[config.mk]
export PLATFORM = sky130hd
export DESIGN_NAME = swj_switch_top
export DESIGN_NICKNAME = d
export VERILOG_FILES = /design/src/rtl/swj_switch_pkg.sv /design/src/rtl/swj_tck_gen.sv /design/src/rtl/swj_bit_seq.sv /design/src/rtl/swj_switch_top.sv
export SDC_FILE = /design/constraint.sdc
export NUM_CORES = 1
export LEC_CHECK = 0
export ABC_AREA = 0
export BUFFER_PORTS_ARGS = -buffer_cell sky130_fd_sc_hd__buf_2
export CAP_MARGIN = 10
export CORE_MARGIN = 5
export CORE_UTILIZATION = 55
export DETAILED_ROUTE_END_ITERATION = 6
export PLACE_DENSITY = 0.74
export SYNTH_ARGS = -nofsm -noshare
export SYNTH_HDL_FRONTEND = slang
export SYNTH_HIERARCHICAL = 1
export SYNTH_SLANG_ARGS = --single-unit
[constraint.sdc]
create_clock -name clk -period 2.8 [get_ports clk]
set_input_delay 0.84 -clock clk [delete_from_list [all_inputs] [get_ports clk]]
set_output_delay 0.84 -clock clk [all_outputs]
set_load 0.01 [all_outputs]
[src/rtl/swj_switch_pkg.sv]
package swj_switch_pkg;
  localparam int unsigned SW_CODE_W   = 16;
  localparam logic [SW_CODE_W-1:0] SW_CODE_CUR = 16'hE73C;
  localparam logic [SW_CODE_W-1:0] SW_CODE_OLD = 16'hDEAE;

  typedef enum logic [1:0] {
    SEG_LEAD = 2'd0,
    SEG_CODE = 2'd1,
    SEG_TAIL = 2'd2
  } seg_e;
endpackage

[src/rtl/swj_tck_gen.sv]
module swj_tck_gen #(
  parameter int unsigned HALF_DIV = 2
) (
  input  logic clk,
  input  logic rst,
  input  logic kick_i,
  input  logic run_i,
  output logic tck_o,
  output logic wrap_o
);
  localparam int unsigned HALF_W = (HALF_DIV > 1) ? $clog2(HALF_DIV) : 1;
  localparam logic [HALF_W-1:0] HALF_LAST = HALF_W'(HALF_DIV - 1);

  logic [HALF_W-1:0] half_q;
  logic              tck_q;
  logic              half_end;

  assign half_end = (half_q == HALF_LAST);
  assign wrap_o   = run_i && tck_q && half_end;
  assign tck_o    = tck_q;

  always_ff @(posedge clk) begin
    if (rst) begin
      half_q <= '0;
      tck_q  <= 1'b0;
    end else if (kick_i) begin
      half_q <= '0;
      tck_q  <= 1'b0;
    end else if (run_i) begin
      if (half_end) begin
        half_q <= '0;
        tck_q  <= ~tck_q;
      end else begin
        half_q <= half_q + 1'b1;
      end
    end else begin
      half_q <= '0;
      tck_q  <= 1'b0;
    end
  end

  // test clock toggles only when a half period has elapsed
  a_r2_half_period: assert property (@(posedge clk) disable iff (rst)
    (run_i && !kick_i && !half_end) |=> $stable(tck_q));

  // test clock is parked low when idle
  a_r1_idle_low: assert property (@(posedge clk) disable iff (rst)
    (!run_i && !kick_i) |=> !tck_q);
endmodule

[src/rtl/swj_bit_seq.sv]
module swj_bit_seq
  import swj_switch_pkg::*;
#(
  parameter int unsigned LEAD_ONES = 56,
  parameter int unsigned TAIL_ONES = 56,
  parameter bit          ALLOW_OLD = 1'b1
) (
  input  logic clk,
  input  logic rst,
  input  logic start_i,
  input  logic legacy_i,
  input  logic wrap_i,
  output logic kick_o,
  output logic busy_o,
  output logic tms_o,
  output logic done_o
);
  localparam int unsigned TOTAL = LEAD_ONES + SW_CODE_W + TAIL_ONES;
  localparam int unsigned IDX_W = $clog2(TOTAL);
  localparam logic [IDX_W-1:0] LEAD_L = IDX_W'(LEAD_ONES);
  localparam logic [IDX_W-1:0] CODE_END_L = IDX_W'(LEAD_ONES + SW_CODE_W);
  localparam logic [IDX_W-1:0] LAST_L = IDX_W'(TOTAL - 1);

  logic [IDX_W-1:0]     idx_q;
  logic [SW_CODE_W-1:0] code_q;
  logic [SW_CODE_W-1:0] code_pick;
  logic                 busy_q, tms_q, done_q;
  logic                 last_bit;
  logic [IDX_W-1:0]     idx_nxt;

  generate
    if (ALLOW_OLD) begin : g_sel
      assign code_pick = legacy_i ? SW_CODE_OLD : SW_CODE_CUR;
    end else begin : g_fixed
      assign code_pick = SW_CODE_CUR;
    end
  endgenerate

  function automatic seg_e seg_of(input logic [IDX_W-1:0] i);
    if (i < LEAD_L)          return SEG_LEAD;
    else if (i < CODE_END_L) return SEG_CODE;
    else                     return SEG_TAIL;
  endfunction

  function automatic logic bit_at(input logic [IDX_W-1:0] i,
                                  input logic [SW_CODE_W-1:0] c);
    logic [SW_CODE_W-1:0] sh;
    sh = c >> (i - LEAD_L);
    case (seg_of(i))
      SEG_CODE: return sh[0];
      default:  return 1'b1;
    endcase
  endfunction

  assign kick_o   = start_i && !busy_q;
  assign last_bit = (idx_q == LAST_L);
  assign idx_nxt  = idx_q + 1'b1;

  always_ff @(posedge clk) begin
    if (rst) begin
      idx_q  <= '0;
      code_q <= SW_CODE_CUR;
      busy_q <= 1'b0;
      tms_q  <= 1'b1;
      done_q <= 1'b0;
    end else begin
      done_q <= 1'b0;
      if (kick_o) begin
        idx_q  <= '0;
        code_q <= code_pick;
        busy_q <= 1'b1;
        tms_q  <= bit_at('0, code_pick);
      end else if (busy_q && wrap_i) begin
        if (last_bit) begin
          busy_q <= 1'b0;
          done_q <= 1'b1;
          tms_q  <= 1'b1;
          idx_q  <= '0;
        end else begin
          idx_q <= idx_nxt;
          tms_q <= bit_at(idx_nxt, code_q);
        end
      end
    end
  end

  assign busy_o = busy_q;
  assign tms_o  = tms_q;
  assign done_o = done_q;

  // position and selected word hold between period ends
  a_r9_hold_position: assert property (@(posedge clk) disable iff (rst)
    (busy_q && !wrap_i) |=> ($stable(idx_q) && $stable(code_q) && busy_q));

  // completion is a single-cycle pulse
  a_r8_done_single: assert property (@(posedge clk) disable iff (rst)
    done_q |=> !done_q);

  // completion only follows the final period
  a_r8_done_after_last: assert property (@(posedge clk) disable iff (rst)
    $rose(done_q) |-> ($past(busy_q) && !busy_q));

  // the line is high while idle
  a_r1_idle_high: assert property (@(posedge clk) disable iff (rst)
    !busy_q |-> tms_q);
endmodule

[src/rtl/swj_switch_top.sv]
module swj_switch_top #(
  parameter int unsigned HALF_DIV  = 2,
  parameter int unsigned LEAD_ONES = 56,
  parameter int unsigned TAIL_ONES = 56,
  parameter bit          ALLOW_OLD = 1'b1
) (
  input  logic clk,
  input  logic rst,
  input  logic start_i,
  input  logic legacy_i,
  output logic tck_o,
  output logic tms_o,
  output logic busy_o,
  output logic done_o
);
  logic kick, wrap, busy, tck;

  swj_bit_seq #(
    .LEAD_ONES(LEAD_ONES),
    .TAIL_ONES(TAIL_ONES),
    .ALLOW_OLD(ALLOW_OLD)
  ) seq_i (
    .clk      (clk),
    .rst      (rst),
    .start_i  (start_i),
    .legacy_i (legacy_i),
    .wrap_i   (wrap),
    .kick_o   (kick),
    .busy_o   (busy),
    .tms_o    (tms_o),
    .done_o   (done_o)
  );

  swj_tck_gen #(
    .HALF_DIV(HALF_DIV)
  ) tck_i (
    .clk    (clk),
    .rst    (rst),
    .kick_i (kick),
    .run_i  (busy),
    .tck_o  (tck),
    .wrap_o (wrap)
  );

  assign tck_o  = tck;
  assign busy_o = busy;

  // line value is frozen while the test clock is high
  a_r7_stable_high: assert property (@(posedge clk) disable iff (rst)
    (tck && $past(tck)) |-> $stable(tms_o));

  // line may change only on the edge that takes the clock low
  a_r7_change_on_fall: assert property (@(posedge clk) disable iff (rst)
    (!$stable(tms_o) && busy) |-> !tck);

  // at completion the clock is low and the line high
  a_r8_end_state: assert property (@(posedge clk) disable iff (rst)
    done_o |-> (!tck && tms_o && !busy));
endmodule

* Word-level counts from Yosys, hierarchy flattened *
Cells that the tools add are included.

word-level totals
  flip-flop bits (word level) = 28
  input port bits = 4
  output and inout port bits = 4
  word-level logic and storage cells = 50

cells by class
  $add $sub $neg = 3
  $lt $le $gt $ge = 2
  equal/unequal tests = 3
  shifts and indexed selects = 1
  muxes and demuxes = 19
  bitwise operators = 3
  reduce and logical (&&, ||, !) cells = 12

operator list
  kind                                                                   number
  2-bit two-way mux                                                      8
  16-bit by 7-bit right shift with 1-bit output                          1
  14-bit two-way mux                                                     1
  1-bit two-way mux                                                      9
  7-bit by 1-bit adder with 7-bit output, second input constant          1
  7-bit equality test, second input constant                             1
  7-bit by 6-bit < comparator with 1-bit output, second input constant   1
  7-bit < comparator, second input constant                              1
  7-bit two-way mux                                                      1
  7-bit by 6-bit subtractor with 7-bit output, second input constant     1
  3-bit OR reduction                                                     2
  2-bit by 1-bit equality test with 1-bit output, second input constant  2
  1-bit logical AND                                                      4
  2-bit nonzero test                                                     2
  4-bit OR reduction                                                     1
  1-bit NOT                                                              3
  2-bit AND reduction                                                    1
  2-bit OR reduction                                                     1
  1-bit adder, second input constant                                     1
  1-bit logical NOT                                                      1

* Longest topological paths before layout *
Gate-level depths: netlist of run 1.

  word-level depth = 13
  gate-level depth with buffers = 9
  depth with buffers taken out = 9

* By module *
Netlist of run 1, hierarchy kept.

modules (own cells, without submodules)
  module       times used  cells each  area an instance (sq um)  sequential area each (sq um)
  swj_bit_seq  1           106         867.1                     240.2
  swj_tck_gen  1           7           71.3                      40.0

* Least setup slack after synthesis of run 1 *
OpenSTA, ideal clock, no wires.

  path type = register -> register
  from = reg seq_i.idx_q[1]
  to = reg seq_i.tms_q, in the netlist seq_i/tms_o
  setup time = 117 ps
  data arrival time = 1,842 ps
  data required time = 2,683 ps
  setup slack = 840 ps
  cell stages (with the launch flop) = 8
  buffers on the path = 0
  clock period less this slack = 1,960 ps
  cell sequence = dfxtp_1 -> ha_1 -> nand3_2 -> xnor2_1 -> ha_1 -> o21bai_1 -> a32o_1 -> a32o_1

on the way
  longest elaborated chain between the ends = 13
  elaborated cells on any way between the ends = 17
  those cells by class = add/sub (2); order compare (2); eq/ne (2); shift (1); mux (10)

RTL lines
  element                                         line               source
  from (decl)                                     swj_bit_seq.sv:24  logic [IDX_W-1:0] idx_q;
  from (signal assigned)                          swj_bit_seq.sv:80  idx_q <= idx_nxt;
  7-bit by 1-bit adder with 7-bit output          swj_bit_seq.sv:57  assign idx_nxt = idx_q + 1'b1;
  7-bit < comparator                              swj_bit_seq.sv:41  else if (i < CODE_END_L) return SEG_CODE;
  2-bit two-way mux                               swj_bit_seq.sv:41
  2-bit two-way mux                               swj_bit_seq.sv:40  if (i < LEAD_L) return SEG_LEAD;
  2-bit two-way mux                               swj_bit_seq.sv:74  if (last_bit) begin
  2-bit two-way mux                               swj_bit_seq.sv:73  end else if (busy_q && wrap_i) begin
  2-bit two-way mux                               swj_bit_seq.sv:68  if (kick_o) begin
  2-bit two-way mux                               swj_bit_seq.sv:60  if (rst) begin
  2-bit by 1-bit equality test with 1-bit output  swj_bit_seq.sv:49  case (seg_of(i))
  1-bit two-way mux                               swj_bit_seq.sv:49
  1-bit two-way mux *                             swj_bit_seq.sv:74
  1-bit two-way mux *                             swj_bit_seq.sv:73
  1-bit two-way mux *                             swj_bit_seq.sv:68
  to (signal assigned)                            swj_bit_seq.sv:72  tms_q <= bit_at('0, code_pick);
  to (signal assigned)                            swj_bit_seq.sv:81  tms_q <= bit_at(idx_nxt, code_q);
  to (decl)                                       swj_bit_seq.sv:27  logic busy_q, tms_q, done_q;

Mark *: on every way between the ends. The rest lies on a longest branch, timed or not. The select of a mux whose other input is x is not followed.
A chain may end at the register's enable or synchronous reset.

* Worst setup path after layout of run 1 *
  from = reg seq_i.idx_q[0]
  to = reg seq_i.tms_q, in the netlist seq_i/tms_o

The elaborated chain is that of the path after synthesis.

==> impl_metrics.toml, run 1 <==
[run_status]
status = "completed"

[final_layout]
drive_gt1_frac = 0.175
final_nets = 128
antennaDiodeCount = 0
regArea_sq_um = 280
multiInputGateArea_sq_um = 603
n_fill_cell = 154
area_delta_synth_final_pct = 7.47
post-route-util = 0.604

[clock_network]
cts_buffer_depth = 2
postCtsHoldBufs = 0
cts_root_buffer = "clkbuf_4"
post_cts_resize_count = 0
post_cts.repair.setup_buffers = 0
cts_sinks = 14
cts_tree = "done"
cts_buffers = 3
clkLatencyLatePin_ns = 0.28
cts_max_level = 1
clkTransAtPathRegs_ns = 0.09

[synth]
netlist_top_cells_count = "nor2_1, dfxtp_1, a21oi_1, nand2_1, nor3_1"
yosysMostFrequentCell = "nor2_1"
syn_area_per_cell_sq_um = 8.30
synth_top_area_share = 0.299
netlist_area_sq_um = 938
ys_ff_latch = 14
synthTopCellsByArea = "dfxtp_1, nor2_1, a21oi_1"
synth_top_area_cell = "dfxtp_1"
synthesis.nets = 120
ys_async_sr_fraction = 0
synth_edf_count = 0
yosysSeqAreaShare = 0.299
synth_top_flop_cell = "dfxtp_1"
ys_types = 43
synth_cells = 113
yosysWarnings = 6

[die]
die_area_sq_um = 2630
fp.dieW_microns = 51.3
die_h_microns = 51.3
core_area_sq_um = 1670
initial_core_util = 0.562
rows = 15
ios = 8

[timing]
finalSetupViolCount = 0
slew_viol_final = 0
fin_crit_ns = 2.38
fmax_ghz = 0.420
slew-limit-headroom = 0.667
skew_ns = 0.00252
hold_violations = 0
timing.final.crit_share = 0.850
rsz0062_at_grt = "false"
fin_tns_setup_ns = 0
tightest_slew_ns = 0.496

[worst_setup_path]
critPathLaunchType = "flip-flop"
path_class = "reg2reg"
path_cells = "ha_1, nand3_2, xnor2_1, ha_1, o41ai_1, a32o_1, a32o_1"
slowest_delay_ns = 0.56
critPathCaptureType = "flip-flop"
required_ns = 2.98
worstPathArrival_ns = 2.56
crit_path_top_delay_cell = "dfxtp_1"
crit_path_max_fanout = 10

[pwr]
leakage_nw = 0.410
vdd_drop_max_uv = 254
p_per_area_nw_per_um2 = 366

[placed_design]
place_congestion = 0.945
dp_hpwl_microns = 1470
portBuffers = 7

[job]
cap_violations = 0

[route]
finalWirelength_microns = 1910
ant_nets = 0
drc = 0
drt_iter0_drc = 20
wl_per_cell_microns = 13.9
num_vias = 822
viasPerCell = 6.00
first_pass_iters = 4

[grt]
grt_pass1_wl_microns = 3420
overflow = 0
grt_usage = 0.170
grt_pass1_vias = 796
antenna_found_initial = 0
grt_max_degree = 13

[worst_hold_path]
min_path_type = "reg2reg"
[per-stage QoR]
stage | power, mW | setup WS (ns) | std cells | hold slack [ns] | area [sq um]
after floorplan | 0.221 | 0.840 | 113 | 0.422 | 938
after global placement | 0.227 | 0.592 | 133 | 0.432 | 972
after detailed placement | 0.228 | 0.477 | 133 | 0.446 | 972
after CTS | 0.374 | 0.460 | 137 | 0.465 | 1010
after global routing | 0.388 | 0.253 | 137 | 0.506 | 1010
final | 0.369 | 0.421 | 137 | 0.463 | 1010
[cell type report]
class | instances | share of cell area
clock buffer | 4 | 0.0360
inverter | 5 | 0.0323
multi-input combinational | 90 | 0.598
sequential | 14 | 0.278
tap | 17 | 0.0211
timing repair buffer | 7 | 0.0347
[kinds of logic (layout without fill, tap and decap cells)]
logic type	count (synthesis)	in the layout	synth area share
fa+ha+maj	3	3	0.0400
flops	14	14	0.299
xor+xnor	7	7	0.0814
compound gates	28	28	0.211
simple gates	49	49	0.277
mux	3	3	0.0333
buf+inv	9	16	0.0587
[worst paths after layout]
| kind | slack [ns] | start | depth (start not counted) | endpoint |
|---|---|---|---|---|
| setup / recovery | 0.42 | seq_i/idx_q[0]$_SDFFE_PP0P_ | 7 | seq_i/tms_o$_SDFFE_PP1P_ |
| hold / removal | 0.46 | tck_i/half_end$_SDFF_PP0_ | 1 | tck_i/half_end$_SDFF_PP0_ |
| setup reg to reg | 0.42 | seq_i/idx_q[0]$_SDFFE_PP0P_ | 7 | seq_i/tms_o$_SDFFE_PP1P_ |
| hold reg to reg | 0.46 | tck_i/half_end$_SDFF_PP0_ | 1 | tck_i/half_end$_SDFF_PP0_ |
[metal layers]
metal	vias to the layer above	global-route usage	routed length, microns
met5	-	0	0
met4	0	0.0480	16
met3	2	0.0292	102
met2	22	0.294	896
met1	379	0.214	890
li1	419	-	-
[where the power goes]
| group | total [mW] | internal, mW | switching [mW] |
|---|---|---|---|
| Sequential | 0.206 | 0.202 | 0.00368 |
| Clock | 0.146 | 0.0791 | 0.0666 |
| Combinational | 0.0169 | 0.00774 | 0.00919 |
[registers in the layout, indices dropped and copies added (netlist names)]
name,flops
seq_i/code_q,2
tck_i/half_end,1
seq_i/tms_o,1
tck_i/tck_o,1
seq_i/idx_q,7
seq_i/busy_o,1
seq_i/done_o,1
[worst max-delay path, delay by kind of cell (launching register included)]
family                   cells  cell delay [ns]
AO/OA/AOI/OAI                3             0.59
flip-flops                   1             0.56
adder cells (fa/ha/maj)      2             0.65
AND/OR/NAND/NOR              1             0.22
XOR/XNOR                     1             0.27
[placed cells by master, fill, tap and decap left out, types with 2 or more instances in the layout]
cell type  netlist  routed
a32o_1           2       2
o211a_1          2       2
buf_2            0       7
a21oi_1          9       9
nor2_1          15      15
ha_1             3       3
mux2i_1          2       2
nor3_1           6       6
inv_1            3       3
clkbuf_4         0       3
nand2_1          9       9
nor2b_1          3       3
nand2b_1         2       2
dfxtp_1         14      14
xor2_1           2       2
xnor2_1          3       3
o21ai_0          4       4
or3_1            3       3
nand3_1          2       2
o221ai_1         2       2
(Power assumes the default switching activity.)
==> inputs of run 2 (changes only) <==
Settings changed: CORE_UTILIZATION 55 to 51, PLACE_DENSITY 0.74 to 0.73.
Clock period 2.8 ns to 2 ns, I/O delays scaled along.
==> run 2 against run 1 <==
Clock skew about the same; sequential share of layout area is 1.6 points lower; via count grew 8.0%; design area increased by 11%; critical path depth is the same; clock-buffer cell count unchanged; register-to-register slack lost 0.33 ns; routed wire length rose by 10%; hold slack improved by 0.0052 ns; first-iteration DRC count unchanged; maximum frequency rose by 24%; die area is 6.3% higher; critical endpoint unchanged; largest cell class unchanged.
==> impl_metrics.toml, run 2 (same netlist as run 1, synthesis figures left out) <==
[worst_setup_path]
critPathCaptureType = "flip-flop"
ff2ff_path_depth = 7
path_class = "reg2reg"
crit_path_max_fanout = 7
worstPathArrival_ns = 2.09
critPathLaunchType = "flip-flop"
required_ns = 2.18

[timing]
slew-limit-headroom = 0.712
tightest_slew_ns = 0.429
fmax_ghz = 0.523
finalSetupViolCount = 0
timing.final.crit_share = 0.957
skew_ns = 0.00277
slew_viol_final = 0
fin_crit_ns = 1.91
hold_violations = 0

[pwr]
p_per_area_nw_per_um2 = 460
p_comb_frac = 0.051
seqPwrFrac = 0.554
clockPowerShare = 0.395
switching_share = 0.216
p_sw_uw = 111
leakage_nw = 0.463
intPower_uw = 403
vdd_drop_max_uv = 409

[die]
die_area_sq_um = 2800
ios = 8
fp.dieW_microns = 52.9
rows = 15
die_h_microns = 52.9
initial_core_util = 0.538
core_area_sq_um = 1750

[placed_design]
dp_hpwl_microns = 1570
portBuffers = 7
dp_cells = 150
placed_cell_area_sq_um = 1050
place_congestion = 0.857

[clock_network]
cts_tree = "done"
cts_buffers = 3
clkTransAtPathRegs_ns = 0.09
cts_max_level = 1
clkLatencyLatePin_ns = 0.28
cts_root_buffer = "clkbuf_4"
cts_sinks = 14
cts_buffer_depth = 2
post_cts.repair.setup_buffers = 0

[run_status]
status = "completed"

[route]
ant_nets = 0
drt_iter0_drc = 20
finalWirelength_microns = 2100
num_vias = 888
drc = 0
first_pass_iters = 4
viasPerCell = 5.77
wl_per_cell_microns = 13.6

[final_layout]
fin_area_sq_um = 1110
stdcell_count = 154
largest_reg_flops = 7
n_fill_cell = 152
drive_gt1_frac = 0.271
final_common_cell = "nor2_1"
reg_top3 = "seq_i/idx_q: 7 flops, seq_i/code_q: 2 flops"
antennaDiodeCount = 0
final_nets = 137
area_delta_synth_final_pct = 18.8
regMostFlops = "seq_i/idx_q"
layout_common_cells = "nor2_1, dfxtp_1, nand2_1, a21oi_1, buf_4"
post-route-util = 0.639

[worst_hold_path]
holdPathStages = 1
min_path_type = "reg2reg"

[grt]
grt_max_degree = 12
grt_pass1_vias = 861
overflow = 0
grt_usage = 0.180
grt_pass1_wl_microns = 3770
antenna_found_initial = 0

[job]
cap_violations = 0
[run 2: changes by cell type in the layout (fill, tap and decap cells not counted), sizes merged]
cell,previous run,this run
buf,7,16
[run 2: cell type report]
class                      instances  area [sq um]  share of cell area
multi-input combinational         90           621               0.557
tap                               25          31.3              0.0281
timing repair buffer              16           103              0.0920
clock buffer                       4          36.3              0.0325
inverter                           5          32.5              0.0292
sequential                        14           292               0.262
[run 2: path summary, 6_finish.rpt]
| kind | from | to | slack [ns] |
|---|---|---|---|
| worst min register to register | tck_i/half_end$_SDFF_PP0_ | tck_i/half_end$_SDFF_PP0_ | 0.47 |
| worst max-delay path | seq_i/idx_q[0]$_SDFFE_PP0P_ | seq_i/tms_o$_SDFFE_PP1P_ | 0.09 |
| worst max register to register | seq_i/idx_q[0]$_SDFFE_PP0P_ | seq_i/tms_o$_SDFFE_PP1P_ | 0.09 |
| worst min-delay path | tck_i/half_end$_SDFF_PP0_ | tck_i/half_end$_SDFF_PP0_ | 0.47 |
[run 2: power by group through the flow]
| stage | Clock, mW | Sequential, mW | Combinational (mW) |
|---|---|---|---|
| floorplan | 0 | 0.295 | 0.0144 |
| global placement | 0 | 0.295 | 0.0251 |
| detailed placement | 0 | 0.295 | 0.0260 |
| CTS | 0.209 | 0.289 | 0.0261 |
| global route | 0.224 | 0.286 | 0.0288 |
| finish | 0.203 | 0.285 | 0.0261 |
[run 2: stage by stage]
stage | total power [mW] | TNS [ns] | setup slack (ns) | hold slack (ns)
floorplan | 0.309 | 0 | 0.0402 | 0.422
global placement | 0.320 | 0 | 0.0605 | 0.432
detailed placement | 0.321 | -0.0315 | -0.0315 | 0.449
CTS | 0.524 | 0 | 0.0177 | 0.468
global route | 0.538 | -0.00189 | -0.00189 | 0.515
finish | 0.513 | 0 | 0.0865 | 0.469
[run 2: repair_timing]
action                                  in CTS  in global routing
resized for setup                            2                  7
endpoints found under the setup margin       1                  1
gates cloned                                 0                  0
hold buffers                                 0                  0
[run 2: critical path, stage by stage (launching register included)]
cell,delay (ns)
dfxtp_4,0.39
ha_2,0.23
buf_4,0.15
xor2_2,0.26
mux2i_1,0.13
a2bb2oi_1,0.14
mux2_2,0.27
a32o_1,0.24
[run 2: routing by layer]
layer  share of wire  wire, microns  track usage
met1            0.45            946        0.236
met2            0.48            999        0.291
met3           0.053            111       0.0254
met4           0.020             42       0.0809
met5               0              0            0
==> inputs of run 3 (changes only) <==
Settings changed: CAP_MARGIN 10 to 0, CORE_UTILIZATION 51 to 52, PLACE_DENSITY 0.73 to 0.74, SYNTH_HIERARCHICAL 1 to not set.
==> run 3 against run 2 <==
Setup slack better by 0.042 ns; largest cell class unchanged; synthesized cell count up 8.8%; hold slack improved by 0.0061 ns; non-clock buffer count unchanged; design area shrank 1.3%; sequential power grew 1%; clock skew rose by 0.0068 ns; combinational power down 13%; final cell count up 3.9%; clock power about the same; routed wire length down 8.0%; clock-buffer cell count stayed put; highest routed layer unchanged.
==> impl_metrics.toml, run 3 <==
[worst_hold_path]
min_path_type = "reg2reg"

[placed_design]
place_congestion = 0.851
preCtsSetupSlack_ns = 0.0420
placed_cell_area_sq_um = 1050
dp_cells = 156
dp_hpwl_microns = 1500
portBuffers = 7

[timing]
rsz0062_at_grt = "false"
fmax_ghz = 0.534
skew_ns = 0.00960
hold_violations = 0
worst_slack_ns = 0.128
timing.final.crit_share = 0.936
slew_viol_final = 0
slew-limit-headroom = 0.726
whs_ns = 0.475
finalSetupViolCount = 0
tightest_slew_ns = 0.410
fin_tns_setup_ns = 0
fin_crit_ns = 1.87

[die]
die_area_sq_um = 2820
initial_core_util = 0.554
rows = 15
fp.dieW_microns = 53.1
core_area_sq_um = 1750
die_h_microns = 53.1
ios = 8

[worst_setup_path]
r2r_slack_ns = 0.13
crit_path_max_fanout = 5
ff2ff_path_depth = 7
path_class = "reg2reg"
worstPathArrival_ns = 2.06
path_cells = "ha_2, nand3_2, xnor2_2, ha_1, nor4b_1, o31ai_1, a31o_1"
setup.worst_path.start = "seq_i.idx_q[1]$_SDFFE_PP0P_"
critPathLaunchType = "flip-flop"
worstSetupEndpoint = "seq_i.tms_o$_SDFFE_PP1P_"
reg2reg_to = "seq_i.tms_o$_SDFFE_PP1P_"
critPathCaptureType = "flip-flop"
required_ns = 2.18
crit_path_top_delay_cell = "dfxtp_1"
rr_startpoint = "seq_i.idx_q[1]$_SDFFE_PP0P_"
slowest_delay_ns = 0.41

[route]
ant_nets = 0
first_pass_iters = 4
wl_per_cell_microns = 12.1
viasPerCell = 5.46
num_vias = 874
drc = 0
finalWirelength_microns = 1930
drt_iter0_drc = 11

[clock_network]
cts_buffers = 3
cts_sinks = 14
cts_tree = "done"
clkLatencyLatePin_ns = 0.28
cts_root_buffer = "clkbuf_4"
cts_buffer_depth = 2
post_cts.repair.setup_buffers = 0
cts_max_level = 1
postCtsHoldBufs = 0
clkTransAtPathRegs_ns = 0.09

[grt]
grt_pass1_wl_microns = 3280
grt_usage = 0.159
antenna_found_initial = 0
overflow = 0
grt_pass1_vias = 785
grt_max_degree = 13

[final_layout]
n_fill_cell = 160
final_common_cell = "dfxtp_1"
regMostFlops = "seq_i.idx_q"
reg_top3 = "seq_i.idx_q: 7 flops, seq_i.code_q: 2 flops"
fin_area_sq_um = 1100
post-route-util = 0.630
stdcell_count = 160
layout_common_cells = "dfxtp_1, nand2_1, a21oi_1"
final_nets = 143
area_delta_synth_final_pct = 13.7
drive_gt1_frac = 0.215
antennaDiodeCount = 0
largest_reg_flops = 7

[synth]
yosysSeqAreaShare = 0.290
yosysWarnings = 0
synth_edf_count = 0
ys_async_sr_fraction = 0
synthTopCellsByArea = "dfxtp_1, a21oi_1, nand2_1"
synthesis.nets = 130
yosysMostFrequentCell = "dfxtp_1"
synth_top_area_share = 0.290
synth_top_flop_cell = "dfxtp_1"
ys_ff_latch = 14
ys_types = 43
synth_cells = 123
netlist_top_cells_count = "dfxtp_1, a21oi_1, nand2_1"
syn_area_per_cell_sq_um = 7.86
synth_top_area_cell = "dfxtp_1"
netlist_area_sq_um = 967

[run_status]
status = "completed"

[pwr]
leakage_nw = 0.416
p_per_area_nw_per_um2 = 465
totalPowerFinal_uw = 512
vdd_drop_max_uv = 431

[job]
cap_violations = 0
-- run 3: cell types whose count changed after synthesis, moves of 3 or more --
cell      before  now
nor2_1        15    8
nand2b_1       2    6
nand3_1        2    6
a21oi_1        9   12
buf_2          0    3
nand2_1        9   12
-- run 3: worst min path at each step --
stage | startpoint | end | depth (start not counted)
detailed placement | tck_i.half_end$_SDFF_PP0_ | tck_i.half_end$_SDFF_PP0_ | 1
CTS | tck_i.half_end$_SDFF_PP0_ | tck_i.half_end$_SDFF_PP0_ | 1
global placement | tck_i.half_end$_SDFF_PP0_ | tck_i.half_end$_SDFF_PP0_ | 1
finish | tck_i.half_end$_SDFF_PP0_ | tck_i.half_end$_SDFF_PP0_ | 1
global route | tck_i.half_end$_SDFF_PP0_ | tck_i.half_end$_SDFF_PP0_ | 1
floorplan | tck_i.half_end$_SDFF_PP0_ | tck_i.half_end$_SDFF_PP0_ | 1
-- run 3: per-layer routing --
layer	vias to the layer above	part of all wire	global-route usage
met1	392	0.48	0.198
met4	0	0.018	0.0809
met5	-	0	0
li1	464	-	-
met3	4	0.031	0.0254
met2	14	0.47	0.260
-- run 3: worst max-delay path, delay by kind of cell (launching register included) --
kind                       cells  cell delay, ns
DFF                            1            0.41
xor gates and xnor gates       1            0.20
adders and majority gates      2            0.47
AOI/OAI and AO/OA              2            0.30
and+or+nand+nor                2            0.39
-- run 3: kinds of logic (layout without fill, tap and decap cells) --
group / after synthesis / count (layout) / share of synthesized area
adders and majority gates: 3 / 3 / 0.0388
and+or+nand+nor: 52 / 52 / 0.301
buffers and inverters: 13 / 25 / 0.0699
xor gates and xnor gates: 10 / 10 / 0.0983
DFF: 14 / 14 / 0.290
AOI/OAI and AO/OA: 31 / 31 / 0.202
-- run 3: repair_timing --
| item | CTS | global route |
|---|---|---|
| setup endpoints to repair | 0 | 1 |
| gates resized for setup | 0 | 3 |
| hold endpoints to repair | 0 | 0 |
-- run 3: where the power goes --
group          total [mW]  internal, mW  switching (mW)
Combinational      0.0227        0.0103          0.0123
Sequential          0.289         0.284         0.00546
Clock               0.200         0.111          0.0891
-- run 3: cell type report --
| cell class | count | area, sq um | share of cell area |
|---|---|---|---|
| sequential | 14 | 282 | 0.256 |
| multi-input combinational | 96 | 629 | 0.572 |
| clock buffer | 4 | 36.3 | 0.0330 |
| tap | 25 | 31.3 | 0.0284 |
| timing repair buffer | 16 | 103 | 0.0933 |
| inverter | 5 | 18.8 | 0.0171 |
